[config.mk]
export PLATFORM = sky130hd
export DESIGN_NAME = scanline_bank_mapper
export DESIGN_NICKNAME = d
export VERILOG_FILES = /design/src/rtl/scanline_bank_mapper.sv
export SDC_FILE = /design/constraint.sdc
export NUM_CORES = 1
export LEC_CHECK = 0
export BUFFER_PORTS_ARGS = -buffer_cell sky130_fd_sc_hd__clkbuf_2
export CAP_MARGIN = 20
export CORE_UTILIZATION = 47
export DETAILED_ROUTE_END_ITERATION = 8
export PLACE_DENSITY = 0.69
export SYNTH_ARGS = -nofsm -noshare
export SYNTH_HDL_FRONTEND = slang
export SYNTH_SLANG_ARGS = --single-unit
[constraint.sdc]
create_clock -name clk -period 3.2 [get_ports clk]
set_input_delay 0.48 -clock clk [delete_from_list [all_inputs] [get_ports clk]]
set_output_delay 0.48 -clock clk [all_outputs]
set_load 0.03 [all_outputs]
[src/rtl/scanline_bank_mapper.sv]
module scanline_bank_mapper #(
  parameter int PRG_BANK_BITS = 6,
  parameter int CHR_BANK_BITS = 8,
  parameter int A12_LOW_MIN   = 3
) (
  input  logic                       clk,
  input  logic                       rst_n,
  input  logic [15:0]                cpu_addr,
  input  logic [7:0]                 cpu_wdata,
  input  logic                       cpu_we,
  input  logic [13:0]                ppu_addr,
  output logic [PRG_BANK_BITS+12:0]  prg_rom_addr,
  output logic [CHR_BANK_BITS+9:0]   chr_rom_addr,
  output logic                       wram_en,
  output logic                       irq
);

  localparam int LW = $clog2(A12_LOW_MIN + 1);
  localparam logic [LW-1:0] LOW_SAT = LW'(A12_LOW_MIN);
  localparam logic [PRG_BANK_BITS-1:0] PRG_LAST = '1;
  localparam logic [PRG_BANK_BITS-1:0] PRG_PENULT =
    PRG_LAST - {{(PRG_BANK_BITS-1){1'b0}}, 1'b1};

  logic [7:0] slot_q [8];
  logic [2:0] sel_q;
  logic       prg_swap_q, chr_swap_q, ram_on_q;
  logic [7:0] latch_q, cnt_q, cnt_nx;
  logic       reload_q, irq_en_q, irq_q;
  logic [LW-1:0] low_cnt_q;

  wire       wr_hi   = cpu_we && cpu_addr[15];
  wire [1:0] wpage   = cpu_addr[14:13];
  wire       wodd    = cpu_addr[0];
  wire       wr_cmd  = wr_hi && wpage == 2'd0 && !wodd;
  wire       wr_data = wr_hi && wpage == 2'd0 &&  wodd;
  wire       wr_ram  = wr_hi && wpage == 2'd1 &&  wodd;
  wire       wr_lat  = wr_hi && wpage == 2'd2 && !wodd;
  wire       wr_rld  = wr_hi && wpage == 2'd2 &&  wodd;
  wire       wr_off  = wr_hi && wpage == 2'd3 && !wodd;
  wire       wr_on   = wr_hi && wpage == 2'd3 &&  wodd;

  wire a12      = ppu_addr[12];
  wire a12_tick = a12 && (low_cnt_q >= LOW_SAT);

  always_ff @(posedge clk) begin
    if (!rst_n) begin
      for (int i = 0; i < 8; i++) slot_q[i] <= '0;
      sel_q      <= '0;
      prg_swap_q <= 1'b0;
      chr_swap_q <= 1'b0;
      ram_on_q   <= 1'b0;
    end else begin
      if (wr_cmd) begin
        sel_q      <= cpu_wdata[2:0];
        prg_swap_q <= cpu_wdata[6];
        chr_swap_q <= cpu_wdata[7];
      end
      if (wr_data) slot_q[sel_q] <= cpu_wdata;
      if (wr_ram)  ram_on_q <= cpu_wdata[7];
    end
  end

  always_ff @(posedge clk) begin
    if (!rst_n)                low_cnt_q <= '0;
    else if (a12)              low_cnt_q <= '0;
    else if (low_cnt_q != LOW_SAT) low_cnt_q <= low_cnt_q + 1'b1;
  end

  always_comb begin
    if (cnt_q == 8'd0 || reload_q) cnt_nx = latch_q;
    else                           cnt_nx = cnt_q - 8'd1;
  end

  always_ff @(posedge clk) begin
    if (!rst_n) begin
      latch_q  <= '0;
      cnt_q    <= '0;
      reload_q <= 1'b0;
      irq_en_q <= 1'b0;
      irq_q    <= 1'b0;
    end else begin
      if (a12_tick) begin
        cnt_q    <= cnt_nx;
        reload_q <= 1'b0;
        if (cnt_nx == 8'd0 && irq_en_q) irq_q <= 1'b1;
      end
      if (wr_lat) latch_q  <= cpu_wdata;
      if (wr_rld) reload_q <= 1'b1;
      if (wr_on)  irq_en_q <= 1'b1;
      if (wr_off) begin
        irq_en_q <= 1'b0;
        irq_q    <= 1'b0;
      end
    end
  end

  logic [PRG_BANK_BITS-1:0] prg_bank;
  always_comb begin
    unique case (cpu_addr[14:13])
      2'd0: prg_bank = prg_swap_q ? PRG_PENULT : slot_q[6][PRG_BANK_BITS-1:0];
      2'd1: prg_bank = slot_q[7][PRG_BANK_BITS-1:0];
      2'd2: prg_bank = prg_swap_q ? slot_q[6][PRG_BANK_BITS-1:0] : PRG_PENULT;
      default: prg_bank = PRG_LAST;
    endcase
  end

  wire [2:0] chr_win = ppu_addr[12:10] ^ {chr_swap_q, 2'b00};
  logic [7:0] chr_slot;
  logic [CHR_BANK_BITS-1:0] chr_bank;
  always_comb begin
    if (!chr_win[2]) begin
      chr_slot = slot_q[{2'b00, chr_win[1]}];
      chr_bank = {chr_slot[CHR_BANK_BITS-1:1], chr_win[0]};
    end else begin
      chr_slot = slot_q[3'd2 + {1'b0, chr_win[1:0]}];
      chr_bank = chr_slot[CHR_BANK_BITS-1:0];
    end
  end

  assign prg_rom_addr = {prg_bank, cpu_addr[12:0]};
  assign chr_rom_addr = {chr_bank, ppu_addr[9:0]};
  assign wram_en      = ram_on_q && cpu_addr[15:13] == 3'b011;
  assign irq          = irq_q;

  a_r1_data_load: assert property (@(posedge clk) disable iff (!rst_n)
    (wr_data && sel_q == 3'd6) |=> slot_q[6] == $past(cpu_wdata));

  a_r4_last_fixed: assert property (@(posedge clk) disable iff (!rst_n)
    (cpu_addr[15:13] == 3'b111) |-> prg_rom_addr[PRG_BANK_BITS+12:13] == PRG_LAST);

  a_r8_cnt_hold: assert property (@(posedge clk) disable iff (!rst_n)
    !a12_tick |=> $stable(cnt_q));

  a_r8_irq_source: assert property (@(posedge clk) disable iff (!rst_n)
    $rose(irq) |-> ($past(a12_tick) && $past(irq_en_q)));

  a_r10_ack_drops: assert property (@(posedge clk) disable iff (!rst_n)
    wr_off |=> !irq);

endmodule

# == Word-level counts from Yosys, hierarchy flattened ==
# Memory sizes are Yosys's and may differ from the RTL's.
# Index checks and enable logic that the tools add are counted.
# classes
n_eq_ne,5
div,0
n_reduce_logical,25
n_mux,14
add_sub_neg,3
n_lt_le_gt_ge,1
n_shift,0
n_mul,0
bitwise_logic,2
# op_table
operator,count
$mux 8,3
$pmux 6 s3,1
$logic_not 8->1,2
$logic_and 1x1->1,15
$mux 6,2
$reduce_or 8->1,1
$sub 8x1->8 const B,1
$mux 1,7
$eq 2x2->1 const B,2
$reduce_or 2->1,2
$add 2x2->3 const A,1
$eq 3x2->1 const B,1
$mux 3,1
$xor 3x3->3,1
$add 2x1->2 const B,1
$eq 2x1->1 const B,1
$ge 2x2->1 const B,1
$logic_not 2->1,1
$ne 2x2->1 const B,1
$reduce_and 2->1,1
$reduce_bool 2->1,1
$logic_not 1->1,1
$logic_or 1x1->1,1
$not 1->1,1
# word_totals
elab_cells,61
regBits,27
latch_bits,0
mem_bits_ro,0
output_inout_bits,39
ram_bits,64
n_memories,1
# mem_list
memory,words,word_bits,rd,rd_ports_with_merged_regs,write_ports,line,source
slot_q,8,8,4,0,8,24,logic [7:0] slot_q [8];

# == Logic depth before layout (Yosys ltp) ==
# Gate-level depths: netlist (run 1).
# depth
ltp_word,8
ltp_mapped,7

# == Least setup slack after synthesis (run 1) ==
# Ideal clock, no wire load.
# synth_path
kind,input -> output
start,input ppu_addr[11]
end,output chr_rom_addr[11]
slack_ns,0.915
required_time_ns,2.720
cell_stages,4
t_arrival_ns,1.805
path_buffers,2
path_cell_list,clkbuf_1 -> buf_2 -> mux2i_1 -> o21ai_0
# synth_via
elab_chain_cells,4
# synth_rtl
element,line,source
from (decl),11,"input logic [13:0] ppu_addr,"
$xor 3x3->3 *,107,"wire [2:0] chr_win = ppu_addr[12:10] ^ {chr_swap_q, 2'b00};"
$add 2x2->3,115,"chr_slot = slot_q[3'd2 + {1'b0, chr_win[1:0]}];"
$mem_v2 8x8 *,-,
$mux 8 *,111,if (!chr_win[2]) begin
to (decl),13,"output logic [CHR_BANK_BITS+9:0] chr_rom_addr,"
# Every way passes the cells marked *; elsewhere a longest branch is shown, timed or not.

==> results by group, run 1 <==
Yosys
  • Distinct cell type count after synthesis: 55
  • Ys Warns: 0
  • Synth area leaders: edfxtp_1 40%, dfxtp_1 12%, and2_1 9.0%, mux2i_1 5.7%, buf_4 3.9%
  • Commonest register cell after synthesis: edfxtp_1
  • Register bit total from synthesis: 85
  • Synth top area share: 39.6%
  • Number of synthesized flops with an enable pin: 58
  • Mean Syn Cell Area: ~11 um2
  • Syn Inst Count: 388
  • Post-Syn Area: between 4000 and 5000 um2
  • Mapped Nets: between 400 and 500
  • Seq/Total Area, Yosys: between 50% and 60%
  • Cell accounting for the most synthesized area: edfxtp_1
  • Post-synthesis async set-or-reset flop share: 0%

Timing
  • Final Hold Violating Endpoints: 0
  • Clock Skews: 0.0128 ns
  • Final setup fails: 0
  • Slew Viols, Final: 0
  • Fin crit period: 2.29 ns
  • Slew HR: 64.7%
  • Worst slew pin tran: roughly 0.53 ns
  • Setup TNS: 0 ns
  • Max Freq: 436 MHz
  • RSZ-0062 raised after global routing: false
  • Period utilisation layout: 71.7%

Critical path
  • Reg2Reg Launch Point: cnt_q[0]
  • Worst R2R Setup Slack: between 1 and 1.5 ns
  • CP Max Fanout: 24
  • Reg-to-Reg End: irq
  • Crit-path cells: clkbuf_2 -> nor2_1 -> nand4_1 -> or2_1 -> nor3b_4 -> nand2b_1
  • CP required: ~3.2 ns
  • Cell family with most CP delay: simple AND/OR/NAND/NOR gates
  • Crit path kind: in -> reg
  • CP startpoint: cpu_addr[13]
  • Critical Path AT: 2.31 ns
  • Critical Path Sink Type: register
  • Worst-path cell with the longest stage delay: nand2b_1
  • Reg2reg path depth: 7
  • Startpoint Class: primary input
  • CP bufs+invs: 1
  • CP max stage delay: 0.42 ns

Cells and area
  • Area Overhead vs Synth: 7.10%
  • Fillers: 791
  • Layout cells sized above 1: 19.1%
  • Most frequent cells in the layout: 63 x and2_1, 58 x edfxtp_1, 34 x clkbuf_2
  • Antenna diodes: 0
  • Layout Nets: ~440
  • Most common cell after layout, fill and taps aside: and2_1

Worst hold path
  • Hold path endpoint: low_cnt_q[0]
  • Hold path cells: 3
  • Hold crit path type: in -> reg
  • Min-delay src: ppu_addr[12]

GRT
  • Total GRT Usage: roughly 18%
  • GR Util met1: 23.5%
  • First-pass GRT wire length: 13600 um
  • Largest net degree at the start of global routing: 34
  • Grt met3 use: 3.48%
  • GRT overflow: 0
  • Vias in the first global route: 2722
  • GRT met2 Usage: 30.8%
  • Most Used Layer, Global Route: met2
  • Initial antenna violation count: 0

Clock network
  • Skew-Pair Late Insertion Delay: between 0.3 and 0.4 ns
  • Num CTS Buffers: 9
  • Worst-path clk slew: 0.10 ns
  • Resize count post-CTS: 0
  • Hold Buf Count CTS: 0
  • CTS tree: built
  • Root Buffer: clkbuf_8
  • Postcts setup bufs: 0
  • H-Tree Depth: 3
  • CTS Buffer Depth: 2
  • Clk sinks: 85

Place
  • Gpl congestion: 0.842
  • Final HPWL DP: 5960 um
  • Port Buffer Count: 34

Power and ir drop
  • Total power: around 2.2 mW
  • Max VDD drop: 0.000272 V
  • Power Dens Cells: 462 nW/um2
  • Leakage: 1.77 nW

Detailed routing
  • Remaining DRCs: 0
  • WL/cell: 16.6 um
  • Final ANT Viol Nets: 0
  • Via density: 5.55
  • DR vias: 2842
  • Initial DRC Count: 174
  • Final wirelength: around 8500 um
  • Drt pass-1 iters: 5

Floorplan
  • Initial Util: 49.5%
  • Die Ht: a little under 100 um
  • Die ar.: 9760 um2
  • I/O Pins: 80
  • Core box area: 8890 um2
  • Die Span X: 98.8 um
  • Rows: 34

Job
  • Maxcap violations: 0

Outcome
  • Status: complete, no violations
-- cell usage after synthesis (4+ instances only) --
library cell and count:
nor2_1 11, edfxtp_1 58, inv_1 10, and2_1 63, buf_2 4, o32a_1 5
nor2b_1 16, dfxtp_1 27, a21boi_1 4, a21oi_1 8, mux4_2 7, mux2i_1 25
nand2_1 24, clkbuf_1 13, nor3_1 8, buf_4 23, nand4b_1 4, o21ai_0 13
o21ai_1 4, nand2b_1 8
-- final cells by class --
type / instances / area [um2] / share of cell area [%]
inverters: 10 / 37.5 / 0.796
clock buffers: 9 / 124 / 2.63
multi-input cells: 251 / 1830 / 38.7
flip-flops and latches: 85 / 2280 / 48.4
clock inverters: 7 / 81.3 / 1.72
well taps: 108 / 135 / 2.87
repair buffers: 42 / 230 / 4.88
-- worst max path at each step --
| stage | slack [ns] | cells after the start | endpoint |
|---|---|---|---|
| finish | 0.91 | 6 | slot_q[3][5] |
| floorplan | 0.91 | 4 | chr_rom_addr[11] |
| global route | 0.79 | 6 | slot_q[3][4] |
| CTS | 0.92 | 6 | slot_q[3][2] |
| global placement | 0.58 | 6 | slot_q[3][4] |
| detailed placement | 0.53 | 6 | slot_q[3][3] |
-- registers in the layout (all words and copies together) (netlist names) --
signal,flops
irq_en_q,1
sel_q,3
ram_on_q,1
latch_q,8
prg_swap_q,1
slot_q,58
cnt_q,8
reload_q,1
chr_swap_q,1
low_cnt_q,2
irq,1
-- worst register-to-register path: stages (launching register included) --
cell     delay, ns
dfxtp_1       0.38
inv_1         0.10
ha_1          0.20
nor3b_1       0.48
a21oi_2       0.21
nor3_2        0.19
a21oi_1       0.08
o31ai_2       0.25
-- power breakdown --
part	switching (mW)	internal [mW]
sequential	0.0132	1.20
combinational	0.116	0.0637
clock	0.414	0.373
-- kinds of logic (layout without fill, tap and decap cells) --
family / after synthesis / in the layout / share of synthesized area, %
compound gates: 56 / 56 / 8.81
buf+inv: 52 / 68 / 6.85
fa+ha+maj: 3 / 3 / 0.853
xor+xnor: 3 / 3 / 0.597
flops: 85 / 85 / 51.8
simple gates: 157 / 157 / 21.8
mux: 32 / 32 / 9.26
-- metrics by stage --
| stage | hold WS (ns) | util, % | area [um2] | instances | worst slack (ns) |
|---|---|---|---|---|---|
| 5_1_grt | 0.487 | 53.0 | 4720 | 512 | 0.793 |
| 3_3_place_gp | 0.452 | 50.7 | 4510 | 496 | 0.583 |
| 4_1_cts | 0.455 | 53.0 | 4720 | 512 | 0.920 |
| 3_5_place_dp | 0.475 | 50.7 | 4510 | 496 | 0.531 |
| 2_1_floorplan | 0.435 | - | 4400 | 388 | 0.915 |
| 6_report | 0.466 | 53.0 | 4720 | 512 | 0.907 |
-- layer usage --
metal	wire, um	share of wire, %	vias up
met5	0	0	-
met4	125	1.5	0
li1	-	-	1385
met3	319	3.7	14
met1	3880	46	1374
met2	4190	49	69
No activity file was read; power rests on OpenSTA's default activity.
==> inputs of run 2 (changes only) <==
Clock period 3.2 ns to 2.3 ns, I/O delays scaled along.
==> run 2 against run 1 <==
Net effect:
- sequential power grew 39%
- via count shrank 0.81%
- critical path depth grew 1
- worst setup slack lost 0.61 ns
- count of clock-buffer cells in the layout is the same
- combinational power grew 40%
- wire length shrank 0.72%
- global-route usage grew 0.62 points
- highest routed layer unchanged
- clock power grew 31%
- largest cell class unchanged
==> results by group, run 2 (synthesis results as in run 1) <==
Outcome
  • Status: complete, no violations

Floorplan
  • I/O Pins: 80 (unchanged)
  • Die Ht: 98.8 um (unchanged)
  • Rows: 34 (unchanged)
  • Initial Util: 49.5% (unchanged)
  • Core box area: 8890 um2 (unchanged)
  • Die ar.: 9760 um2 (unchanged)
  • Die Span X: 98.8 um (unchanged)

Detailed routing
  • WL/cell: 16.4 um (-1.5%)
  • Via density: 5.46 (-1.6%)
  • Final wirelength: 8450 um (-0.72%)
  • DR vias: 2819 (-0.81%)
  • Initial DRC Count: 149 (-14%)
  • Remaining DRCs: 0 (unchanged)
  • Final ANT Viol Nets: 0 (unchanged)
  • Drt pass-1 iters: 4 (-1)

Cells and area
  • Max FFs per register: 58 (unchanged)
  • Most flop-heavy register: slot_q
  • Most frequent cells in the layout: 63 x and2_1, 58 x edfxtp_1, 34 x clkbuf_2
  • Layout cells sized above 1: 19.6% (+0.55 points)
  • Non-filler instance count after layout: 516 (+0.78%)
  • Layout Nets: 448 (+1.1%)
  • Area Overhead vs Synth: 7.56%
  • Antenna diodes: 0 (unchanged)
  • Most common cell after layout, fill and taps aside: and2_1
  • Largest registers: slot_q x58, cnt_q x8, latch_q x8

Power and ir drop
  • Leakage: 1.78 nW (+0.73%)
  • Logic pwr share: 8.5% (+0.2 points)
  • Max VDD drop: 0.000322 V (+18%)
  • Clock power share: 34.7% (-1.5 points)
  • Sequential cell fraction of total power: 56.8% (+1.2 points)
  • Net Switching: 0.713 mW (+31%)
  • Total internal power: 2.25 mW (+38%)
  • Sw frac: 24.0% (-0.90 points)
  • Power Dens Cells: 626 nW/um2 (+36%)

Timing
  • Slew Viols, Final: 0 (unchanged)
  • Final setup fails: 0 (unchanged)
  • Slew HR: 63.5% (-1.2 points)
  • Fin crit period: 2.01 ns
  • Setup TNS: 0 ns (unchanged)
  • Period utilisation layout: 87.3%
  • Clock Skews: 0.00957 ns (-0.00324 ns)
  • Max Freq: about 500 MHz
  • RSZ-0062 raised after global routing: false
  • Worst slew pin tran: 0.546 ns (+0.0175 ns)
  • Final Hold Violating Endpoints: 0 (unchanged)

Place
  • Final HPWL DP: 5970 um (+0.26%)
  • Post-placement cell count: 501 (+1.0%)
  • Port Buffer Count: 34 (unchanged)
  • Gpl congestion: 0.845 (+0.40%)

Clock network
  • CTS tree: built
  • CTS Buffer Depth: 2 (unchanged)
  • Num CTS Buffers: 9 (unchanged)
  • H-Tree Depth: 3 (unchanged)
  • Hold Buf Count CTS: 0 (unchanged)
  • Resize count post-CTS: 0 (unchanged)
  • Postcts setup bufs: 0 (unchanged)
  • Root Buffer: clkbuf_8
  • Worst-path clk slew: 0.08 ns (-0.02 ns)
  • Skew-Pair Late Insertion Delay: 0.35 ns (about the same)
  • Clk sinks: 85 (unchanged)

Critical path
  • CP Max Fanout: 7 (-71%)
  • CP required: 2.57 ns (-0.65 ns)
  • Critical Path AT: 2.28 ns (-0.03 ns)
  • Critical Path Sink Type: register
  • CP startpoint: cnt_q[0]
  • Crit path kind: reg -> reg
  • Startpoint Class: register
  • Reg2Reg Launch Point: cnt_q[0]

Worst hold path
  • Min-delay src: cpu_addr[0]
  • Hold crit path type: in -> reg

GRT
  • Initial antenna violation count: 0 (unchanged)
  • First-pass GRT wire length: 14000 um (+3.4%)
  • GRT met2 Usage: 30.6% (-0.22 points)
  • GR Util met1: 24.6% (+1.1 points)
  • Most Used Layer, Global Route: met2
  • Largest net degree at the start of global routing: 34 (unchanged)
  • GRT overflow: 0 (unchanged)
  • Vias in the first global route: 2762 (+1.5%)
  • Grt met3 use: 4.47% (+0.99 points)
  • Total GRT Usage: 18.9% (+0.62 points)

Job
  • Maxcap violations: 0 (unchanged)
[run 2: power by group through the flow]
stage	combinational [mW]	clock [mW]	sequential [mW]
after detailed placement	0.255	0	1.72
after global routing	0.274	1.12	1.69
after floorplan	0.239	0	1.71
final	0.252	1.03	1.68
after global placement	0.251	0	1.72
after CTS	0.256	1.06	1.68
[run 2: metal layers]
layer / vias to the layer above / wire, um
met1: 1331 / 3740
met2: 77 / 4150
met5: - / 0
li1: 1389 / -
met4: 0 / 204
met3: 22 / 358
[run 2: area by class of cell]
type / instances / area (um2)
clock buffer: 9 / 124
fill: 770 / 4160
sequential: 85 / 2280
clock inverter: 6 / 63.8
multi-input combinational: 251 / 1830
timing repair buffer: 47 / 268
tap: 108 / 135
inverter: 10 / 37.5
[run 2: worst paths after layout]
kind	end	slack (ns)	cells after the start
min reg2reg	irq_en_q	0.47	2
min	reload_q	0.35	3
max reg2reg	irq	0.29	7
max	irq	0.29	7
[run 2: worst max-delay path: stages (launching register included)]
cell and delay (ns):
dfxtp_1 0.38, inv_1 0.11, ha_1 0.21, nor3b_1 0.49
a21oi_2 0.21, nor3_2 0.21, a21oi_1 0.09, o31ai_2 0.24
[run 2: per-stage QoR]
step	hold slack [ns]	utilization, %	area (um2)	setup WS (ns)	total power [mW]
floorplan	0.435	-	4400	0.247	1.95
global placement	0.450	51.2	4550	0.160	1.97
detailed placement	0.466	51.2	4550	0.112	1.97
CTS	0.323	53.3	4740	0.308	3.00
global route	0.351	53.3	4740	0.111	3.08
finish	0.345	53.3	4740	0.293	2.97
